### src/rtl/acs_pkg.sv
// Shared operation codes for the add-compare-select unit.
// Assumes a two-bit operation field at the block edge.
package acs_pkg;
    typedef enum logic [1:0] {
        OP_NONE  = 2'b00,
        OP_LOAD  = 2'b01,
        OP_ACS   = 2'b10,
        OP_SPLIT = 2'b11
    } acs_op_e;
endpackage

### src/rtl/acs_sat_add.sv
// Signed adder/subtractor of width W with optional clamp on overflow.
// Assumes two's complement operands of equal width; purely combinational.
module acs_sat_add #(
    parameter int W = 16
) (
    input  logic [W-1:0] a,
    input  logic [W-1:0] b,
    input  logic         sub,
    input  logic         sat_en,
    output logic [W-1:0] y
);
    logic [W:0] ax;
    logic [W:0] bx;
    logic [W:0] sum;

    // Add or subtract with one guard bit, then clamp when requested.
    always_comb begin
        ax  = {a[W-1], a};
        bx  = {b[W-1], b};
        sum = sub ? (ax - bx) : (ax + bx);
        if (sat_en && (sum[W] != sum[W-1]))
            y = sum[W] ? {1'b1, {(W-1){1'b0}}} : {1'b0, {(W-1){1'b1}}};
        else
            y = sum[W-1:0];
    end
endmodule

### src/rtl/acs_accfile.sv
// Accumulator file: N_ACC words of W bits, one write port, three read ports.
// Assumes at most one write per cycle; reads are combinational.
module acs_accfile #(
    parameter int N_ACC = 8,
    parameter int W     = 40,
    localparam int IW   = $clog2(N_ACC)
) (
    input  logic          clk,
    input  logic          rst_n,
    input  logic          we,
    input  logic [IW-1:0] wsel,
    input  logic [W-1:0]  wdata,
    input  logic [IW-1:0] ra,
    input  logic [IW-1:0] rb,
    input  logic [IW-1:0] rr,
    output logic [W-1:0]  da,
    output logic [W-1:0]  db,
    output logic [W-1:0]  dr
);
    logic [N_ACC-1:0][W-1:0] mem;

    // Storage update: clear on reset, otherwise write the selected word.
    always_ff @(posedge clk) begin
        if (!rst_n) begin
            mem <= '0;
        end else if (we) begin
            for (int i = 0; i < N_ACC; i++)
                if (wsel == IW'(i)) mem[i] <= wdata;
        end
    end

    // Read ports.
    assign da = mem[ra];
    assign db = mem[rb];
    assign dr = mem[rr];
endmodule

### src/rtl/acs_select.sv
// ACS datapath: adds a branch metric to each path metric, keeps the smaller.
// Assumes signed metrics; a tie keeps candidate 0 and reports decision 0.
module acs_select #(
    parameter int W    = 40,
    parameter int BM_W = 16
) (
    input  logic [W-1:0]    pa,
    input  logic [W-1:0]    pb,
    input  logic [BM_W-1:0] bm0,
    input  logic [BM_W-1:0] bm1,
    input  logic            sat_en,
    output logic [W-1:0]    survivor,
    output logic            dec
);
    logic [W-1:0] bx0;
    logic [W-1:0] bx1;
    logic [W-1:0] cand0;
    logic [W-1:0] cand1;

    assign bx0 = {{(W-BM_W){bm0[BM_W-1]}}, bm0};
    assign bx1 = {{(W-BM_W){bm1[BM_W-1]}}, bm1};

    acs_sat_add #(.W(W)) u_add0 (.a(pa), .b(bx0), .sub(1'b0), .sat_en(sat_en), .y(cand0));
    acs_sat_add #(.W(W)) u_add1 (.a(pb), .b(bx1), .sub(1'b0), .sat_en(sat_en), .y(cand1));

    // Compare and select the surviving metric.
    always_comb begin
        dec      = $signed(cand1) < $signed(cand0);
        survivor = dec ? cand1 : cand0;
    end
endmodule

### src/rtl/acs_unit.sv
// Top of the add-compare-select unit: accumulator file, ACS path, split
// lane ALU and traceback shift register. One operation per clock; results
// and decisions land on the edge the operation is accepted.
module acs_unit
    import acs_pkg::*;
#(
    parameter int N_ACC  = 8,
    parameter int ACC_W  = 40,
    parameter int BM_W   = 16,
    parameter int LANE_W = 16,
    parameter int N_LANE = 2,
    parameter int TB_W   = 16,
    localparam int IDX_W = $clog2(N_ACC)
) (
    input  logic             clk,
    input  logic             rst_n,
    input  logic             op_valid,
    input  logic [1:0]       op_code,
    input  logic [IDX_W-1:0] sel_a,
    input  logic [IDX_W-1:0] sel_b,
    input  logic             wr_second,
    input  logic             sat_en,
    input  logic             split_sub,
    input  logic [BM_W-1:0]  bm0,
    input  logic [BM_W-1:0]  bm1,
    input  logic [ACC_W-1:0] load_data,
    input  logic [IDX_W-1:0] rd_sel,
    output logic [ACC_W-1:0] rd_data,
    output logic             dec_bit,
    output logic [TB_W-1:0]  trace_reg
);
    localparam int SPLIT_W = N_LANE * LANE_W;

    acs_op_e          op;
    logic             do_load;
    logic             do_acs;
    logic             do_split;
    logic [ACC_W-1:0] da;
    logic [ACC_W-1:0] db;
    logic [ACC_W-1:0] survivor;
    logic             dec;
    logic [SPLIT_W-1:0] split_y;
    logic [ACC_W-1:0] split_word;
    logic             we;
    logic [IDX_W-1:0] wsel;
    logic [ACC_W-1:0] wdata;

    // Operation decode.
    always_comb begin
        op       = acs_op_e'(op_code);
        do_load  = op_valid && (op == OP_LOAD);
        do_acs   = op_valid && (op == OP_ACS);
        do_split = op_valid && (op == OP_SPLIT);
    end

    acs_accfile #(.N_ACC(N_ACC), .W(ACC_W)) u_file (
        .clk(clk), .rst_n(rst_n), .we(we), .wsel(wsel), .wdata(wdata),
        .ra(sel_a), .rb(sel_b), .rr(rd_sel),
        .da(da), .db(db), .dr(rd_data)
    );

    acs_select #(.W(ACC_W), .BM_W(BM_W)) u_sel (
        .pa(da), .pb(db), .bm0(bm0), .bm1(bm1), .sat_en(sat_en),
        .survivor(survivor), .dec(dec)
    );

    // Split lanes: independent adders, no carry path between them.
    for (genvar l = 0; l < N_LANE; l++) begin : g_lane
        acs_sat_add #(.W(LANE_W)) u_lane (
            .a(da[l*LANE_W +: LANE_W]),
            .b(db[l*LANE_W +: LANE_W]),
            .sub(split_sub),
            .sat_en(sat_en),
            .y(split_y[l*LANE_W +: LANE_W])
        );
    end

    assign split_word = {{(ACC_W-SPLIT_W){split_y[SPLIT_W-1]}}, split_y};

    // Write-back target and data selection.
    always_comb begin
        we    = do_load || do_acs || do_split;
        wsel  = (do_load || !wr_second) ? sel_a : sel_b;
        if (do_load)      wdata = load_data;
        else if (do_acs)  wdata = survivor;
        else              wdata = split_word;
    end

    // Decision capture and traceback shift on each ACS.
    always_ff @(posedge clk) begin
        if (!rst_n) begin
            trace_reg <= '0;
            dec_bit   <= 1'b0;
        end else if (do_acs) begin
            trace_reg <= {trace_reg[TB_W-2:0], dec};
            dec_bit   <= dec;
        end
    end
endmodule

### config.mk
export PLATFORM = sky130hd
export DESIGN_NAME = acs_unit
export DESIGN_NICKNAME = d
export VERILOG_FILES = /design/src/rtl/acs_pkg.sv /design/src/rtl/acs_sat_add.sv /design/src/rtl/acs_accfile.sv /design/src/rtl/acs_select.sv /design/src/rtl/acs_unit.sv
export SDC_FILE = /design/constraint.sdc
export NUM_CORES = 1
export LEC_CHECK = 0
export ABC_AREA = 0
export BUFFER_PORTS_ARGS = -buffer_cell sky130_fd_sc_hd__buf_2
export CORE_MARGIN = 2
export CORE_UTILIZATION = 45
export CTS_CLUSTER_SIZE = 28
export DETAILED_ROUTE_END_ITERATION = 7
export SYNTH_ARGS = -nofsm -noshare
export SYNTH_HDL_FRONTEND = slang
export SYNTH_SLANG_ARGS = --single-unit
export TNS_END_PERCENT = 20
### constraint.sdc
create_clock -name clk -period 13.4 [get_ports clk]
set_input_delay 0 -clock clk [delete_from_list [all_inputs] [get_ports clk]]
set_output_delay 0 -clock clk [all_outputs]
set_load 0.02 [all_outputs]
After elaboration in Yosys (flattened, before gate mapping):

Index checks and enable logic that the tools add are counted.

* add/sub/neg operators: 6
* order comparisons: 4
* reductions and logical operators: 20
* muxes and demuxes: 20
* equality and inequality tests: 14

Operators with widths (count)
* $mux W40: 10
* $bmux W40 S3: 3
* $add A40 B16 Y41: 2
* $mux W16: 4
* $lt A40 B40 Y1: 1
* $add A16 B16 Y17: 2
* $mux W17: 2
* $sub A16 B16 Y17: 2
* $reduce_and A2 Y1: 8
* $eq A3 B3 Y1 const B: 4
* $lt A3 B4 Y1 const B: 3
* $logic_and A1 B1 Y1: 7
* $eq A3 B2 Y1 const B: 2
* $eq A2 B2 Y1 const B: 2
* $ne A1 B1 Y1: 4
* $eq A3 B1 Y1 const B: 1
* $logic_not A3 Y1: 1
* $logic_or A1 B1 Y1: 3
* $mux W3: 1
* $eq A2 B1 Y1 const B: 1
* $logic_not A1 Y1: 1

* output and inout port bits: 57
* logic and storage cells: 74
* input bits: 89
* register bits after elaboration: 337

Depth between registers and ports, before layout:

* depth in word-level cells: 10
* gate-level depth with buffers: 39
* depth with buffers taken out: 30

Cells and area by module:

From an unflattened synthesis, not the netlist that was laid out.

* cells, all modules: 4094
* area, all modules: 35370.2 sq um

Modules (own cells, without submodules)
* acs_accfile: seq. area each 6406.1 sq um, cells each 1870, area an instance 20235.7 sq um, times used 1
* acs_sat_add at u_sel.u_add1: seq. area each 0.0 sq um, cells each 548, area an instance 3709.8 sq um, times used 1
* acs_sat_add at u_sel.u_add0: seq. area each 0.0 sq um, cells each 533, area an instance 3540.9 sq um, times used 1
* acs_sat_add at g_lane[0].u_lane ...: seq. area each 0.0 sq um, cells each 208, area an instance 1467.7 sq um, times used 2
* acs_select: seq. area each 0.0 sq um, cells each 430, area an instance 2767.7 sq um, times used 1
* acs_unit: seq. area each 320.3 sq um, cells each 297, area an instance 2180.8 sq um, times used 1

Worst setup path before layout:

OpenSTA, ideal clock, no wires.

* path kind: in2reg
* from: in sel_a[0]
* to: reg u_file.mem[170] (netlist name)
* path slack: 5.410 ns
* library setup time: 0.136 ns
* required time: 13.264 ns
* buffers on the path: 8
* arrival time: 7.854 ns
* stages on the path: 34
* cell sequence: clkbuf_1 -> clkbuf_1 -> clkbuf_1 -> buf_1 -> mux4_2 -> mux2_2 -> ha_1 -> a21o_1 -> o21a_1 -> a311o_1 -> a221o_1 -> o2111ai_1 -> and2_1 -> clkbuf_1 -> and3_1 -> o21a_1 -> clkbuf_1 -> clkbuf_1 -> a21oi_1 -> ha_1 -> a21o_1 -> a21o_1 -> a21o_1 -> a211o_1 -> a21oi_1 -> o21ai_0 -> a31o_2 -> nand2_1 -> a21oi_2 -> xor2_1 -> clkbuf_1 -> mux2i_1 -> a2bb2oi_1 -> a21oi_1

* word-level cells in the longest chain between the ends: 10
* elaborated cells on any way between the ends: 21
* those cells by class: 3 x add/sub; 1 x order compare; 3 x eq/ne; 11 x mux; 3 x reduce/logical

Ends and longest elaborated chain
* start, declared: RTL line acs_unit.sv:19 `input logic [IDX_W-1:0] sel_a,`
* $bmux W40 S3: RTL line acs_accfile.sv:33 `assign da = mem[ra];`
* $mux W40 (not written as such): RTL line acs_accfile.sv:33
* $add A40 B16 Y41: RTL line acs_sat_add.sv:20 `sum = sub ? (ax - bx) : (ax + bx);`
* $ne A1 B1 Y1: RTL line acs_sat_add.sv:21 `if (sat_en && (sum[W] != sum[W-1]))`
* $logic_and A1 B1 Y1: RTL line acs_sat_add.sv:21
* $mux W40: RTL line acs_sat_add.sv:21
* $lt A40 B40 Y1: RTL line acs_select.sv:28 `dec = $signed(cand1) < $signed(cand0);`
* $mux W40: RTL line acs_select.sv:29 `survivor = dec ? cand1 : cand0;`
* $mux W40: RTL line acs_unit.sv:85 `else if (do_acs) wdata = survivor;`
* $mux W40: RTL line acs_unit.sv:84 `if (do_load) wdata = load_data;`
* end signal, assigned by index: RTL line acs_accfile.sv:28 `if (wsel == IW'(i)) mem[i] <= wdata;`
* end, declared: RTL line acs_accfile.sv:20 `logic [N_ACC-1:0][W-1:0] mem;`

Several ways; a longest one is shown, not always the timed one. The select of a mux whose other input is x is not followed.
A chain may end at the register's enable or synchronous reset.

Worst setup path in the final report:

* from: in sel_a[0]
* to: reg u_file.mem[210] (netlist name)

Same word-level chain as after synthesis.

==> metrics <==
status=finished, final reports clean; Tightest Hold Check Type=in2reg; Total GRT Usage=0.307; Synth area leaders=dfxtp_1 25%, mux4_2 20%, ha_1 7.1%, a21oi_1 7.0%, o21ai_0 6.8%; Detailed Place HPWL=a little under 70000 µm; setup TNS=0 ns; Routability Congestion=roughly 0.96; Die X=between 200 and 250 µm; Largest register FFs=320; Critical R2R Launch=u_file.mem[282]; Max-slew headroom=0.185; Design Area, Final=29500 µm²; ys flop type=dfxtp_1; Clock Skew=0.0369 ns; most frequent cell after synthesis=a21oi_1; Die H=~250 µm; sequential-to-total area share from yosys stat=0.249; CP Data Arrival Time=between 10 and 15 ns; Area after DPL=28100 µm²; Layout Nets=about 3.2k; CP startpoint=sel_a[0]; WL/cell=between 20 and 30 µm; Setup crit start kind=input pin; Synthesized Nets=about 3.2k; Num CTS Buffers=41; r2r setup slk=between 3 and 4 ns; crit-path most repeated cell=buf_4; Critical Path Fanout Max=37; H-tree depth=2; syn avg cell area=slightly above 9 µm²; CTS root buf=clkbuf_16; Fmax=approximately 100 MHz; IO Count=between 100 and 150; DRC viols=0; Critical R2R Capture=u_file.mem[210]; P_leak=approximately 12 nW; Crit Path Class=in2reg; top cell type's share of synthesized area=0.249; initial core utilization=0.456; post-synthesis register bit count=336; Post-DRT Antenna Nets=0; Clock Sinks=336; Cell variety after synth=76; Setup-failing EPs final=0; global-route wire length before repair=147000 µm; max cap viols=0; clk slew on worst S/H paths=about 0.060 ns; Critical Path Max Stage Delay=around 0.80 ns; Post-synth top cells=378 x a21oi_1, 368 x o21ai_0, 336 x dfxtp_1; worst r2r path cells=28; Worst Tran Pin Value=around 1.2 ns; largest net degree at the start of global routing=around 140; Core Area=between 50000 and 60000 µm²; cell taking the most area after synthesis=dfxtp_1; Initial DRT Pass Iterations=6; crit path to=u_file.mem[210]; clk buf depth=3; Vias/cell=6.72; clk_lat worst skew=around 0.61 ns; final cell count without fillers=~3.7k; period utilization=0.739; Cell Area, Synth=about 27000 µm²; EDFF count, synth=0; Power per Cell Area=approximately 120 nW/µm²; Routed WL=around 98000 µm; via count=roughly 25k; Max rail drop VDD=0.0766 mV; Ys Warns=0; # rows=89; Worst EP required=roughly 14 ns; Area Growth Syn to Fin=9.44%; share of cells above drive strength 1=0.214; unrepaired setup endpoints after global routing=no; vias in the first global route=~24k; final slew viol count=0; initial antenna violation count=6; Crit-path slowest cell=xor2_2; Post-synth ARST share=0; DIE AREA=around 62000 µm²; CP Capture Type=flip-flop; post-CTS sizing=0; CTS tree=yes; global route total overflow=0; Placed Cells=~3.7k; Tmin final=roughly 9.9 ns; DRT iter0 DRCs=a little over 3k; Synth Instances=2932; final hold violation count=0; number of port buffers=between 100 and 150
-- logic make-up (layout without fill, tap and decap cells) --
family | after synthesis | in the layout | share of synthesized area
AND/OR/NAND/NOR | 561 | 561 | 0.100
flip-flops | 336 | 336 | 0.249
adder cells (fa/ha/maj) | 157 | 157 | 0.0739
buffers and inverters | 295 | 332 | 0.0429
AO/OA/AOI/OAI | 1095 | 1095 | 0.242
other | 0 | 3 | 0
XOR/XNOR | 121 | 121 | 0.0396
multiplexers | 367 | 367 | 0.252
-- how the worst min path moves through the flow --
| stage | end | depth (start not counted) | from | slack (ns) |
|---|---|---|---|---|
| after global routing | u_file.mem[28] | 4 | load_data[28] | 0.04 |
| final | u_file.mem[69] | 4 | load_data[29] | 0.03 |
| after global placement | trace_reg[15] | 1 | trace_reg[15] | 0.43 |
| after detailed placement | trace_reg[15] | 1 | trace_reg[15] | 0.44 |
| after CTS | u_file.mem[300] | 4 | load_data[20] | 0.001 |
| after floorplan | u_file.mem[135] | 4 | load_data[15] | 0.31 |
-- metal layers --
layer / track usage / up-vias / part of all wire
met3: 0.0467 / 224 / 0.093
met2: 0.473 / 1307 / 0.45
met4: 0.111 / 2 / 0.033
met5: 0 / - / 0.00011
met1: 0.437 / 12400 / 0.43
li1: - / 11246 / -
-- power by group --
part           switching, W  leakage (nW)  internal [W]
clock network      0.000475         0.610      0.000608
logic              0.000952          8.60      0.000512
registers         0.0000358          2.72       0.00104
-- area by class of cell --
| cell class | count | area, µm² |
|---|---|---|
| repair buffers | 192 | 1130 |
| flip-flops and latches | 336 | 6730 |
| inverters | 69 | 259 |
| clock buffers | 55 | 1120 |
| fillers | 5407 | 29600 |
| diodes | 3 | 7.51 |
| clock inverters | 16 | 145 |
| well taps | 773 | 967 |
| multi-input cells | 2301 | 19200 |
-- per-stage QoR --
step,hold WS [ns],utilization,total power [W],worst slack (ns)
6_report,0.0269,0.499,0.00362,3.50
5_1_grt,0.0364,0.499,0.00378,2.94
4_1_cts,0.000998,0.499,0.00360,3.61
3_5_place_dp,0.439,0.476,0.00252,3.00
3_3_place_gp,0.434,0.476,0.00250,3.19
2_1_floorplan,0.312,-,0.00211,5.41
-- critical path: cells and delay by family --
family / cells / cell delay, ns
adder cells (fa/ha/maj): 2 / 0.79
multiplexers: 3 / 1.04
XOR/XNOR: 1 / 0.80
buffers and inverters: 4 / 1.97
AND/OR/NAND/NOR: 7 / 1.44
AO/OA/AOI/OAI: 13 / 4.17
-- cells in the final DEF (no fill, tap or decap), types with 27 or more instances in the layout --
cell type / netlist / routed
a21oi_1: 378 / 378
o21ai_0: 368 / 368
dfxtp_1: 336 / 336
mux4_2: 240 / 240
nand2_1: 160 / 160
ha_1: 153 / 153
buf_2: 21 / 137
nand3_1: 117 / 117
nor2_1: 103 / 101
mux2_2: 90 / 90
xnor2_1: 83 / 83
a21o_1: 72 / 72
inv_1: 69 / 69
buf_4: 2 / 43
clkbuf_16: 0 / 41
a31oi_1: 38 / 38
mux2i_1: 37 / 37
nand2b_1: 37 / 37
xor2_1: 37 / 36
o21a_1: 30 / 30
a31oi_2: 27 / 27
-- what timing repair did --
item | in CTS | in global routing
buffers inserted | 0 | 0
hold buffers | 11 | 0
endpoints found under the hold margin | 63 | 0
Note: power is estimated with default switching activity, not from simulation.
